File: src/rtl/frt_pkg.sv
package frt_pkg;

    localparam int PSEL_W = 2;
    localparam int NPRE   = 1 << PSEL_W;
    localparam int ADDR_W = 2;

    typedef enum logic [2:0] {
        SRC_PRESC   = 3'd0,
        SRC_PIN_A   = 3'd1,
        SRC_PIN_B   = 3'd2,
        SRC_EVT     = 3'd3,
        SRC_EVT_MUL = 3'd4,
        SRC_RSV5    = 3'd5,
        SRC_RSV6    = 3'd6,
        SRC_RSV7    = 3'd7
    } src_e;

    typedef enum logic [1:0] {
        CLR_NONE  = 2'd0,
        CLR_TRIG  = 2'd1,
        CLR_MATCH = 2'd2,
        CLR_RSV   = 2'd3
    } clr_e;

    typedef enum logic [ADDR_W-1:0] {
        RA_CNT  = 2'd0,
        RA_CMP  = 2'd1,
        RA_CTRL = 2'd2,
        RA_STAT = 2'd3
    } reg_e;

    // packed MSB first: clr [6:5], psel [4:3], src [2:0]
    typedef struct packed {
        clr_e              clr;
        logic [PSEL_W-1:0] psel;
        src_e              src;
    } ctrl_t;

    localparam int CTRL_W = $bits(ctrl_t);

    function automatic logic clr_active(input clr_e mode, input logic trig, input logic match);
        return ((mode == CLR_TRIG) && trig) || ((mode == CLR_MATCH) && match);
    endfunction

endpackage

File: src/rtl/frt_src_sel.sv
module frt_src_sel
    import frt_pkg::*;
#(
    parameter int SYNC_STAGES = 2,
    parameter int NPINS       = 2
) (
    input  logic             clk,
    input  logic             rst,
    input  ctrl_t            ctrl,
    input  logic [NPRE-1:0]  presc_tick,
    input  logic [NPINS-1:0] pin,
    input  logic             evt_tick,
    input  logic             evt_mul_tick,
    output logic             tick
);

    logic [NPINS-1:0] pin_edge;

    for (genvar p = 0; p < NPINS; p++) begin : g_pin
        logic [SYNC_STAGES:0] shreg;
        always_ff @(posedge clk) begin
            if (rst) shreg <= '0;
            else     shreg <= {shreg[SYNC_STAGES-1:0], pin[p]};
        end
        assign pin_edge[p] = shreg[SYNC_STAGES-1] & ~shreg[SYNC_STAGES];
    end

    always_comb begin
        case (ctrl.src)
            SRC_PRESC:   tick = presc_tick[ctrl.psel];
            SRC_PIN_A:   tick = pin_edge[0];
            SRC_PIN_B:   tick = pin_edge[NPINS-1];
            SRC_EVT:     tick = evt_tick;
            SRC_EVT_MUL: tick = evt_mul_tick;
            default:     tick = 1'b0;
        endcase
    end

endmodule

File: src/rtl/frt_counter.sv
module frt_counter
    import frt_pkg::*;
#(
    parameter int W = 16
) (
    input  logic         clk,
    input  logic         rst,
    input  logic         stby,
    input  logic         run,
    input  logic         tick,
    input  clr_e         clr_mode,
    input  logic         clr_trig,
    input  logic [W-1:0] cmp,
    input  logic         wr_en,
    input  logic [W-1:0] wr_data,
    output logic [W-1:0] cnt,
    output logic         step,
    output logic         clr_hit,
    output logic         ovf_set
);

    logic match;
    logic carry;

    assign step    = run & tick;
    assign match   = (cnt == cmp);
    assign carry   = &cnt;
    assign clr_hit = step & clr_active(clr_mode, clr_trig, match);
    assign ovf_set = step & ~clr_hit & carry & ~wr_en & ~stby;

    always_ff @(posedge clk) begin
        if (rst || stby)  cnt <= '0;
        else if (wr_en)   cnt <= wr_data;
        else if (clr_hit) cnt <= '0;
        else if (step)    cnt <= cnt + 1'b1;
    end

endmodule

File: src/rtl/frt_regif.sv
module frt_regif
    import frt_pkg::*;
#(
    parameter int W = 16,
    localparam int BE_W = W / 8
) (
    input  logic              clk,
    input  logic              rst,
    input  logic              stby,
    input  logic              bus_sel,
    input  logic              bus_wr,
    input  logic [ADDR_W-1:0] bus_addr,
    input  logic [BE_W-1:0]   bus_be,
    input  logic [W-1:0]      bus_wdata,
    input  logic [W-1:0]      cnt,
    input  logic              ovf_set,
    output logic              cnt_wr,
    output ctrl_t             ctrl,
    output logic [W-1:0]      cmp,
    output logic              ovf,
    output logic [W-1:0]      rdata
);

    logic word, wr_ok, rd_ok, stat_wr, stat_rd, clr_req, armed;
    reg_e ra;

    assign ra      = reg_e'(bus_addr);
    assign word    = &bus_be;
    assign wr_ok   = bus_sel & bus_wr & word;
    assign rd_ok   = bus_sel & ~bus_wr & word;
    assign cnt_wr  = wr_ok && (ra == RA_CNT);
    assign stat_wr = wr_ok && (ra == RA_STAT);
    assign stat_rd = rd_ok && (ra == RA_STAT);
    assign clr_req = stat_wr & armed & ~bus_wdata[0];

    always_ff @(posedge clk) begin
        if (rst) begin
            cmp  <= '1;
            ctrl <= '0;
        end else if (wr_ok) begin
            if (ra == RA_CMP)  cmp  <= bus_wdata;
            if (ra == RA_CTRL) ctrl <= ctrl_t'(bus_wdata[CTRL_W-1:0]);
        end
    end

    always_ff @(posedge clk) begin
        if (rst || stby) begin
            ovf   <= 1'b0;
            armed <= 1'b0;
        end else begin
            if (ovf_set)      ovf <= 1'b1;
            else if (clr_req) ovf <= 1'b0;
            if (clr_req)             armed <= 1'b0;
            else if (stat_rd && ovf) armed <= 1'b1;
        end
    end

    always_comb begin
        rdata = '0;
        if (rd_ok) begin
            case (ra)
                RA_CNT:  rdata = cnt;
                RA_CMP:  rdata = cmp;
                RA_CTRL: rdata[CTRL_W-1:0] = ctrl;
                RA_STAT: rdata[0] = ovf;
                default: rdata = '0;
            endcase
        end
    end

endmodule

File: src/rtl/frt_channel.sv
module frt_channel
    import frt_pkg::*;
#(
    parameter int CNT_W       = 16,
    parameter int SYNC_STAGES = 2,
    localparam int BE_W       = CNT_W / 8
) (
    input  logic              clk,
    input  logic              rst,
    input  logic              stby_hw,
    input  logic              stby_sw,
    input  logic              run,
    input  logic [NPRE-1:0]   presc_tick,
    input  logic              ext_pin_a,
    input  logic              ext_pin_b,
    input  logic              evt_tick,
    input  logic              evt_mul_tick,
    input  logic              clr_trig,
    input  logic              bus_sel,
    input  logic              bus_wr,
    input  logic [ADDR_W-1:0] bus_addr,
    input  logic [BE_W-1:0]   bus_be,
    input  logic [CNT_W-1:0]  bus_wdata,
    output logic [CNT_W-1:0]  bus_rdata
);

    logic             stby;
    logic             tick, step, clr_hit, ovf_set, cnt_wr, ovf_q;
    logic [CNT_W-1:0] cnt_q, cmp_q;
    ctrl_t            ctrl_q;

    assign stby = stby_hw | stby_sw;

    frt_src_sel #(.SYNC_STAGES(SYNC_STAGES), .NPINS(2)) u_src (
        .clk          (clk),
        .rst          (rst),
        .ctrl         (ctrl_q),
        .presc_tick   (presc_tick),
        .pin          ({ext_pin_b, ext_pin_a}),
        .evt_tick     (evt_tick),
        .evt_mul_tick (evt_mul_tick),
        .tick         (tick)
    );

    frt_counter #(.W(CNT_W)) u_cnt (
        .clk      (clk),
        .rst      (rst),
        .stby     (stby),
        .run      (run),
        .tick     (tick),
        .clr_mode (ctrl_q.clr),
        .clr_trig (clr_trig),
        .cmp      (cmp_q),
        .wr_en    (cnt_wr),
        .wr_data  (bus_wdata),
        .cnt      (cnt_q),
        .step     (step),
        .clr_hit  (clr_hit),
        .ovf_set  (ovf_set)
    );

    frt_regif #(.W(CNT_W)) u_regs (
        .clk       (clk),
        .rst       (rst),
        .stby      (stby),
        .bus_sel   (bus_sel),
        .bus_wr    (bus_wr),
        .bus_addr  (bus_addr),
        .bus_be    (bus_be),
        .bus_wdata (bus_wdata),
        .cnt       (cnt_q),
        .ovf_set   (ovf_set),
        .cnt_wr    (cnt_wr),
        .ctrl      (ctrl_q),
        .cmp       (cmp_q),
        .ovf       (ovf_q),
        .rdata     (bus_rdata)
    );

endmodule

File: config.mk
export PLATFORM = sky130hd
export DESIGN_NAME = frt_channel
export DESIGN_NICKNAME = d
export VERILOG_FILES = /design/src/rtl/frt_pkg.sv /design/src/rtl/frt_src_sel.sv /design/src/rtl/frt_counter.sv /design/src/rtl/frt_regif.sv /design/src/rtl/frt_channel.sv
export SDC_FILE = /design/constraint.sdc
export NUM_CORES = 1
export LEC_CHECK = 0
export ABC_AREA = 1
export CORE_AREA = 2 2 122 95
export CTS_CLUSTER_SIZE = 20
export DETAILED_ROUTE_END_ITERATION = 8
export DIE_AREA = 0 0 124 97
export SLEW_MARGIN = 10
export SYNTH_ARGS = -nofsm -noshare
export SYNTH_HDL_FRONTEND = slang
export SYNTH_SLANG_ARGS = --single-unit
export TNS_END_PERCENT = 30
File: constraint.sdc
create_clock -name clk -period 2.1 [get_ports clk]
set_clock_uncertainty 0.15 [all_clocks]
set_input_delay 0.21 -clock clk [delete_from_list [all_inputs] [get_ports clk]]
set_output_delay 0.21 -clock clk [all_outputs]
set_load 0.005 [all_outputs]
# [Word-level counts from Yosys, hierarchy flattened]
# Index checks and enable logic that the tools add are counted.
[word_totals] reg_bits=47 latchBits=0 ram_bits=0 mem_bits_ro=0 inputBits=36 output_inout_bits=16 wordCells=72 memories=0
[classes] add_sub_neg=1 mul=0 div=0 magnitude_cmp=1 eq_ne=10 shifts=0 muxes=12 n_bitwise=22 reduce_logical=17
[ops] cell="$mux 16" count=4
[ops] cell="$pmux 6 s3" count=1
[ops] cell="$pmux 9 s2" count=1
[ops] cell="$add 16x1->16 const B" count=1
[ops] cell="$eq 16x16->1" count=1
[ops] cell="$reduce_and 16->1" count=1
[ops] cell="$and 1x1->1" count=14
[ops] cell="$not 1->1" count=7
[ops] cell="$eq 2x2->1 const B" count=3
[ops] cell="$eq 3x2->1 const B" count=2
[ops] cell="$logic_and 1x1->1" count=6
[ops] cell="$reduce_and 2->1" count=3
[ops] cell="$pmux 1 s5" count=1
[ops] cell="$eq 2x1->1 const B" count=2
[ops] cell="$pmux 1 s4" count=1
[ops] cell="$eq 3x1->1 const B" count=1
[ops] cell="$eq 3x3->1 const B" count=1
[ops] cell="$logic_not 3->1" count=1
[ops] cell="$lt 2x3->1 const B" count=1
[ops] cell="$mux 1" count=3
[ops] cell="$reduce_bool 3->1" count=1
[ops] cell="$bmux 1 s2" count=1
[ops] cell="$logic_not 2->1" count=1
[ops] cell="$logic_or 1x1->1" count=2
[ops] cell="other kinds (3)" count=3

# [Logic depth before layout (Yosys ltp)]
# Gate-level depths: netlist of the first run.
[depth] word_depth=11 ltp_mapped=12 mapped_depth_nobuf=11

# [Cells and area by module]
# From an unflattened synthesis of the first run, not the netlist that was laid out.
[unflattened] hier_cells=508 hier_area_um2=3021.6
[modules_own_cells] mod="frt_counter" n_inst=1 cells_each=238 area_each_um2=1373.8 seq_area_each_um2=320.3
[modules_own_cells] mod="frt_regif" n_inst=1 cells_each=218 area_each_um2=1347.5 seq_area_each_um2=500.5
[modules_own_cells] mod="frt_src_sel" n_inst=1 cells_each=49 area_each_um2=289.0 seq_area_each_um2=120.1
[modules_own_cells] mod="frt_channel" n_inst=1 cells_each=3 area_each_um2=11.3 seq_area_each_um2=0.0

# [Worst setup path before layout of the first run]
# No wires, ideal clock.
[synth_path] path_type="flip-flop to flip-flop" from="register u_cnt.cnt[0]" to="register u_cnt.cnt[14]" setup_time_ps=71 t_arrival_ps=1407 required_time_ps=1879 slack_ps=472 path_stages_with_launch=9 n_path_buf=0 synth_period_minus_slack_ps=1628 cell_sequence="dfxtp_1 ha_1 nand2_1 nor2_2 nand2_1 nor4_2 xor2_1 nand2_1 a21oi_2"
[synth_via] elab_chain_cells=6 word_cells_on_any_way=9 cone_classes="1 x add/sub; 1 x eq/ne; 3 x mux; 1 x bitwise; 3 x reduce/logical"
[synth_lines] element="start: declaration" line="frt_counter.sv:16" text="output logic [W-1:0] cnt,"
[synth_lines] element="start signal: assignment" line="frt_counter.sv:33" text="else if (wr_en) cnt <= wr_data;"
[synth_lines] element="start signal: assignment" line="frt_counter.sv:35" text="else if (step) cnt <= cnt + 1'b1;"
[synth_lines] element="branches (longest 6 deep; another with $add 16x1->16)"
# Parallel ways; which one is timed is not known. The select of a mux whose other input is x is not followed.
# A chain may end at the register's enable or synchronous reset.

# [Worst setup path in the final report of the first run]
[layout_path] from="input port bus_be[0]" to="output port bus_rdata[0]"
[layout_via] elab_chain_cells=3
[layout_lines] element="start: declaration" line="frt_channel.sv:22" text="input logic [BE_W-1:0] bus_be,"
[layout_lines] element="$reduce_and 2->1" line="frt_regif.sv:28" text="assign word = &bus_be;"
[layout_lines] element="$and 1x1->1" line="frt_regif.sv:30" text="assign rd_ok = bus_sel & ~bus_wr & word;"
[layout_lines] element="$mux 16" line="frt_regif.sv:60" text="if (rd_ok) begin"
[layout_lines] element="end: declaration" line="frt_channel.sv:24" text="output logic [CNT_W-1:0] bus_rdata"
# No other way between the ends.

==> results of run 1 <==
## worst max-delay path, cell delays in order
cell and delay [ns]:
clkdlybuf4s50_1 0.49, inv_1 0.07, nor4_4 0.24, inv_2 0.08, buf_4 0.14, a221oi_1 0.22
clkbuf_2 0.17
## registers in the layout, summed over array words and instances (netlist names)
| signal | flops |
|---|---|
| u_cnt.cnt | 16 |
| u_regs.armed | 1 |
| u_regs.cmp | 16 |
| u_regs.ctrl | 7 |
| u_regs.ovf | 1 |
| u_src.g_pin.shreg | 6 |
## final timing paths
kind | endpoint | cells past startpoint
setup / recovery | bus_rdata[0] | 7
hold / removal | u_src.g_pin[1].shreg[1] | 2
setup reg to reg | u_cnt.cnt[14] | 8
hold reg to reg | u_src.g_pin[1].shreg[1] | 2
## layout by cell type (no fill, tap or decap), drive strengths merged, types with 10 or more instances in the layout
cell type / netlist / routed
a21oi: 36 / 36
buf: 11 / 22
clkdlybuf4s50: 0 / 31
dfxtp: 47 / 47
dlymetal6s2s: 0 / 16
inv: 90 / 89
nand2: 149 / 149
nand3: 41 / 41
nor2: 46 / 46
o211ai: 15 / 15
o21ai: 16 / 16
xor2: 10 / 10
## metrics by stage
stage / power [uW] / hold WS, ns / TNS (ns) / cells / util (%)
final: 2198 / 0.2538 / 0 / 696 / 39.18
after global placement: 1172 / 0.2390 / -4.312 / 687 / 36.83
after detailed placement: 1174 / 0.2455 / -5.427 / 687 / 36.83
after global routing: 2261 / 0.2817 / 0 / 696 / 39.18
after floorplan: 1031 / 0.1312 / 0 / 490 / -
after CTS: 2199 / 0.2550 / -2.323 / 695 / 38.54
## power groups by stage
stage | logic, uW | clock network [uW] | registers (uW)
detailed placement | 245 | 0 | 929
global placement | 243 | 0 | 929
CTS | 244 | 1050 | 909
finish | 248 | 1040 | 909
global route | 271 | 1080 | 910
floorplan | 104 | 0 | 927
## final cells by class
class                           count  area share, %
Multi-Input combinational cell    338          43.04
Sequential cell                    47          22.37
Timing Repair Buffer               73          17.70
Inverter                           90          8.239
Tap cell                          140          4.164
Clock buffer                        6          3.064
Clock inverter                      2          1.428
## cell families after synthesis
family | Yosys count
AND/OR/NAND/NOR | 249
buffers and inverters | 105
AO/OA/AOI/OAI | 77
flip-flops | 47
XOR/XNOR | 11
adder cells (fa/ha/maj) | 1
## repair_timing
action                                  in CTS  in global routing
gates resized for setup                      4                 28
endpoints found under the setup margin      16                 14
setup buffers                                0                  1
pin swaps                                    0                  2
## metal layers
metal / wire [um] / vias up / track usage, %
met5: 0 / - / 0
met4: 124 / 0 / 3.803
met3: 611 / 9 / 2.653
met2: 4303 / 95 / 26.92
met1: 4668 / 1535 / 24.15
li1: - / 1672 / -
==> impl_metrics.toml, run 1 <==
[outcome]
status = "finished, final reports clean"

[flow_run]
maxCapViolCount = 0

[yosys]
synth_area_leaders = "dfxtp_1 30%, nand2_1 17%, inv_1 8.5%"
netlist_area_mm2 = 0.003176
synth-edff-count = 0
yosysMostFrequentCell = "nand2_1"
ys_seq_area_share_pct = 29.63
synth_xor_area_share_pct = 3.034
muxShareOfSynthArea_pct = 0
synth_cell_type_count = 39
synth_common_cells = "145 x nand2_1, 72 x inv_1, 47 x dfxtp_1"
synth_cells = 490
synth_area_per_cell_um2 = 6.481
synthArstFlopShare_pct = 0
synth_flop_cell = "dfxtp_1"
synth_fa_ha_area_share_pct = 0.3940
synth_compound_area_share_pct = 15.13
synth_top_cell_area_share_pct = 29.63
yosys_register_bits = 47
synth.net_count = 527
ys_warn_count = 0
synth_simple_gate_area_share_pct = 37.79
yosys.area.top_type = "dfxtp_1"
synth_top_family_by_area = "simple AND/OR/NAND/NOR gates"

[timing]
relSlewSlack_pct = 76.54
period_minus_slack_ns = 1.985
setup_viol = 0
worst_slew_pin_slew_ns = 0.3514
rsz0062_at_grt = "false"
post-route-period-util_pct = 94.51
drv_slew = 0
setup_slack_ns = 0.1153
hold_violations = 0
fmax_ghz = 0.5039

[cells_and_area]
fill_cells = 1115
drive_gt1_share_pct = 17.45
final_area_mm2 = 0.004207
syn2layout_area_growth_pct = 32.47
antennaDiodeCount = 0
regArea_um2 = 940.9
multi_input_area_mm2 = 0.001810
nets = 592

[route]
dr.pass1.iters = 4
routed_via_density = 4.757
avgRoutedWirePerCell_um = 13.95
drtIter0Drc = 202
drc = 0
ant_nets = 0
vias = 3311
wirelength_mm = 9.708

[clock_tree]
path_clk_slew_ns = 0.07
cts_tree = "built"
postCtsHoldBufs = 0
clockBufferDepth = 2
cts_inserted_buffers = 5
clockRootBuffer = "clkbuf_16"
cts_max_level = 2
clock_sinks = 47
clkLatencyLatePin_ns = 0.29

[floorplan]
dieArea_mm2 = 0.01203
core-area_mm2 = 0.01074
fp.dieH_um = 97
std_cell_rows = 33
ioPinCount = 52
start_util_pct = 29.58
die_x_um = 124

[setup_path]
critPathMaxFanout = 2
start_kind = "input port"
critPathArrivalTime_ns = 1.62
crit_required_ns = 1.74
startpoint = "bus_be[0]"
critPathKind = "input port to primary output"
reg2reg_slack_ns = 0.22
rr_startpoint = "u_cnt.cnt[0]"
cp-end-kind = "primary output"

[worst_hold_path]
min-delay-start = "u_src.g_pin[1].shreg[0]"
hold_path.class = "flop to flop"

[power]
p_comb_share_pct = 11.3
clockPowerShare_pct = 47.4
switchingPower_uw = 496.7
seq_power_share_pct = 41.4
power.density_mw_per_mm2 = 522.4
power.internal_uw = 1701
ir_drop_uv = 269.9
switching_share_pct = 22.60
leakage_uw = 0.002114

[placed_design]
gp_congestion = 0.9287
place_ws_ns = -0.2728
dp_hpwl_mm = 7.446
dpl_cell_area_mm2 = 0.003954
io_buffers = 51

[global_route]
grt_pass1_vias = 3238
grt_max_degree = 24
grt_first_pass_wirelength_mm = 16.16
overflow = 0
antenna_found_initial = 0
grt_usage_pct = 16.99
Note: power is estimated with default switching activity, not from simulation.
==> inputs of run 2 (changes only) <==
==> constraint.sdc (replaced) <==
create_clock -name clk -period 2.1 [get_ports clk]
set_clock_uncertainty 0.15 [all_clocks]
set_input_delay 0.21 -clock clk [delete_from_list [all_inputs] [get_ports clk]]
set_output_delay 0.21 -clock clk [all_outputs]
set_load 0.01 [all_outputs]
==> impl_metrics.toml, run 2 (synthesis results as in run 1) <==
[floorplan]
die_x_um = 124
start_util_pct = 29.58
ioPinCount = 52
core-area_mm2 = 0.01074
fp.dieH_um = 97
std_cell_rows = 33
dieArea_mm2 = 0.01203

[timing]
hold_violations = 0
setup_slack_ns = 0.08699
worst_slew_pin_slew_ns = 0.3421
setup_tns_ns = 0
fmax_ghz = 0.4968
period_minus_slack_ns = 2.013
post-route-period-util_pct = 95.86
rsz0062_at_grt = "false"
setup_viol = 0
drv_slew = 0
whs_ns = 0.2521
relSlewSlack_pct = 77.02

[setup_path]
ff2ff_path_depth = 11
crit_cells = 7
crit_required_ns = 1.74
slowest_stage = "clkdlybuf4s50_1"
critPathKind = "input port to primary output"
critPathArrivalTime_ns = 1.65
cp-endpoint = "bus_rdata[9]"
slowest_delay_ns = 0.48
critPathMaxFanout = 9
crit_chain = "clkdlybuf4s50_1 > inv_1 > nor4_4 > inv_2 > buf_12 > a21oi_1 > clkdlybuf4s15_1"
rr_startpoint = "u_regs.ctrl[0]"
reg2reg_slack_ns = 0.26
path_buf_inv = 5
cp-end-kind = "primary output"
timing.rr.end = "u_cnt.cnt[12]"
start_kind = "input port"
cp_top_family = "buffers and inverters"
startpoint = "bus_be[0]"

[global_route]
grt_max_degree = 24
grt_first_pass_wirelength_mm = 15.69
overflow = 0
grt_usage_pct = 16.49
grt_pass1_vias = 3179
antenna_found_initial = 0

[route]
ant_nets = 0
routed_via_density = 4.697
wirelength_mm = 9.405
drc = 0
drtIter0Drc = 235
vias = 3274
dr.pass1.iters = 5
avgRoutedWirePerCell_um = 13.49

[cells_and_area]
mostFrequentLayoutCells = "144 x nand2_1, 71 x inv_1, 47 x dfxtp_1"
multi_input_area_mm2 = 0.001792
fill_cells = 1141
reg_top3 = "u_cnt.cnt (16), u_regs.cmp (16), u_regs.ctrl (7)"
nets = 593
regArea_um2 = 940.9
utilization_pct = 37.88
final_cells = 697
syn2layout_area_growth_pct = 28.05
drive_gt1_share_pct = 18.13
final_common_cell = "nand2_1"
antennaDiodeCount = 0

[placed_design]
io_buffers = 51
gp_congestion = 0.8866
placed_cells_incl_taps = 689
dp_hpwl_mm = 7.392
place_ws_ns = -0.2248

[clock_tree]
clockBufferDepth = 2
clkLatencyLatePin_ns = 0.29
cts_tree = "built"
clockRootBuffer = "clkbuf_16"
path_clk_slew_ns = 0.07
cts_max_level = 2
cts_inserted_buffers = 5
clock_sinks = 47

[power]
leakage_uw = 0.001855
ir_drop_uv = 261.8
power.density_mw_per_mm2 = 478.4

[flow_run]
maxCapViolCount = 0

[outcome]
status = "finished, final reports clean"

[worst_hold_path]
hold_path.class = "flop to flop"
hold_depth = 2
## run 2: cell types whose count changed in the layout (fill, tap and decap cells not counted), moves of 2 or more
| cell | delta |
|---|---|
| bufinv_16 | -2 |
| clkbuf_2 | +8 |
| clkdlybuf4s15_1 | +4 |
| clkdlybuf4s50_1 | +3 |
| dlymetal6s2s_1 | -15 |
| o21ai_0 | +3 |
| o21ai_1 | -3 |
| o22ai_1 | +2 |
| o22ai_2 | -2 |
## run 2: what timing repair did
action,4_1_cts,5_1_grt
setup buffers,0,0
pin swaps,0,1
gates resized for setup,16,25
setup endpoints to repair,16,16
hold buffers,0,0
## run 2: worst min-delay path by stage
stage / to / slack [ns] / start
global placement: u_src.g_pin[0].shreg[1] / 0.24 / u_src.g_pin[0].shreg[0]
finish: u_src.g_pin[1].shreg[1] / 0.25 / u_src.g_pin[1].shreg[0]
floorplan: u_src.g_pin[0].shreg[0] / 0.13 / rst
detailed placement: u_src.g_pin[1].shreg[1] / 0.25 / u_src.g_pin[1].shreg[0]
global route: u_src.g_pin[0].shreg[1] / 0.29 / u_src.g_pin[0].shreg[0]
CTS: u_src.g_pin[1].shreg[1] / 0.25 / u_src.g_pin[1].shreg[0]
## run 2: report_power, final
| part | total [uW] | switching [uW] | leakage (uW) | internal [uW] |
|---|---|---|---|---|
| combinational | 243 | 130 | 0.00141 | 113 |
| clock | 793 | 353 | 0.0000669 | 440 |
| sequential | 909 | 6.73 | 0.000381 | 902 |
| total | 1950 | 490 | 0.00186 | 1460 |
## run 2: worst register-to-register path, cell delays in order, from the launching register on
cell and delay, ns:
dfxtp_1 0.45, inv_2 0.07, nand2_2 0.07, nor2_1 0.05, a21oi_2 0.13, nand3_2 0.12
nand2_4 0.23, buf_4 0.21, nand3_2 0.06, nand2_1 0.09, inv_2 0.04, a21oi_2 0.11
## run 2: routing by layer
layer  track usage (%)  up-vias  routed length (um)  part of all wire [%]
li1                  -     1676                   -                     -
met1             23.18     1508                4513                    48
met2             25.74       82                4186                    45
met3             2.830        8                 575                   6.1
met4             4.754        0                 129                   1.4
met5                 0        -                   0                     0
## run 2: layout make-up
| class | count | share of cell area, % |
|---|---|---|
| Tap cell | 140 | 4.308 |
| Clock inverter | 2 | 0.3077 |
| Clock buffer | 6 | 3.169 |
| Inverter | 90 | 8.431 |
| Timing Repair Buffer | 74 | 16.58 |
| Multi-Input combinational cell | 338 | 44.06 |
| Sequential cell | 47 | 23.14 |
## run 2: stage by stage
stage          area (um^2)  power, uW
2_1_floorplan         3176       1032
3_3_place_gp          3969       1171
3_5_place_dp          3969       1174
4_1_cts               4090       1958
5_1_grt               4066       2018
6_report              4066       1945
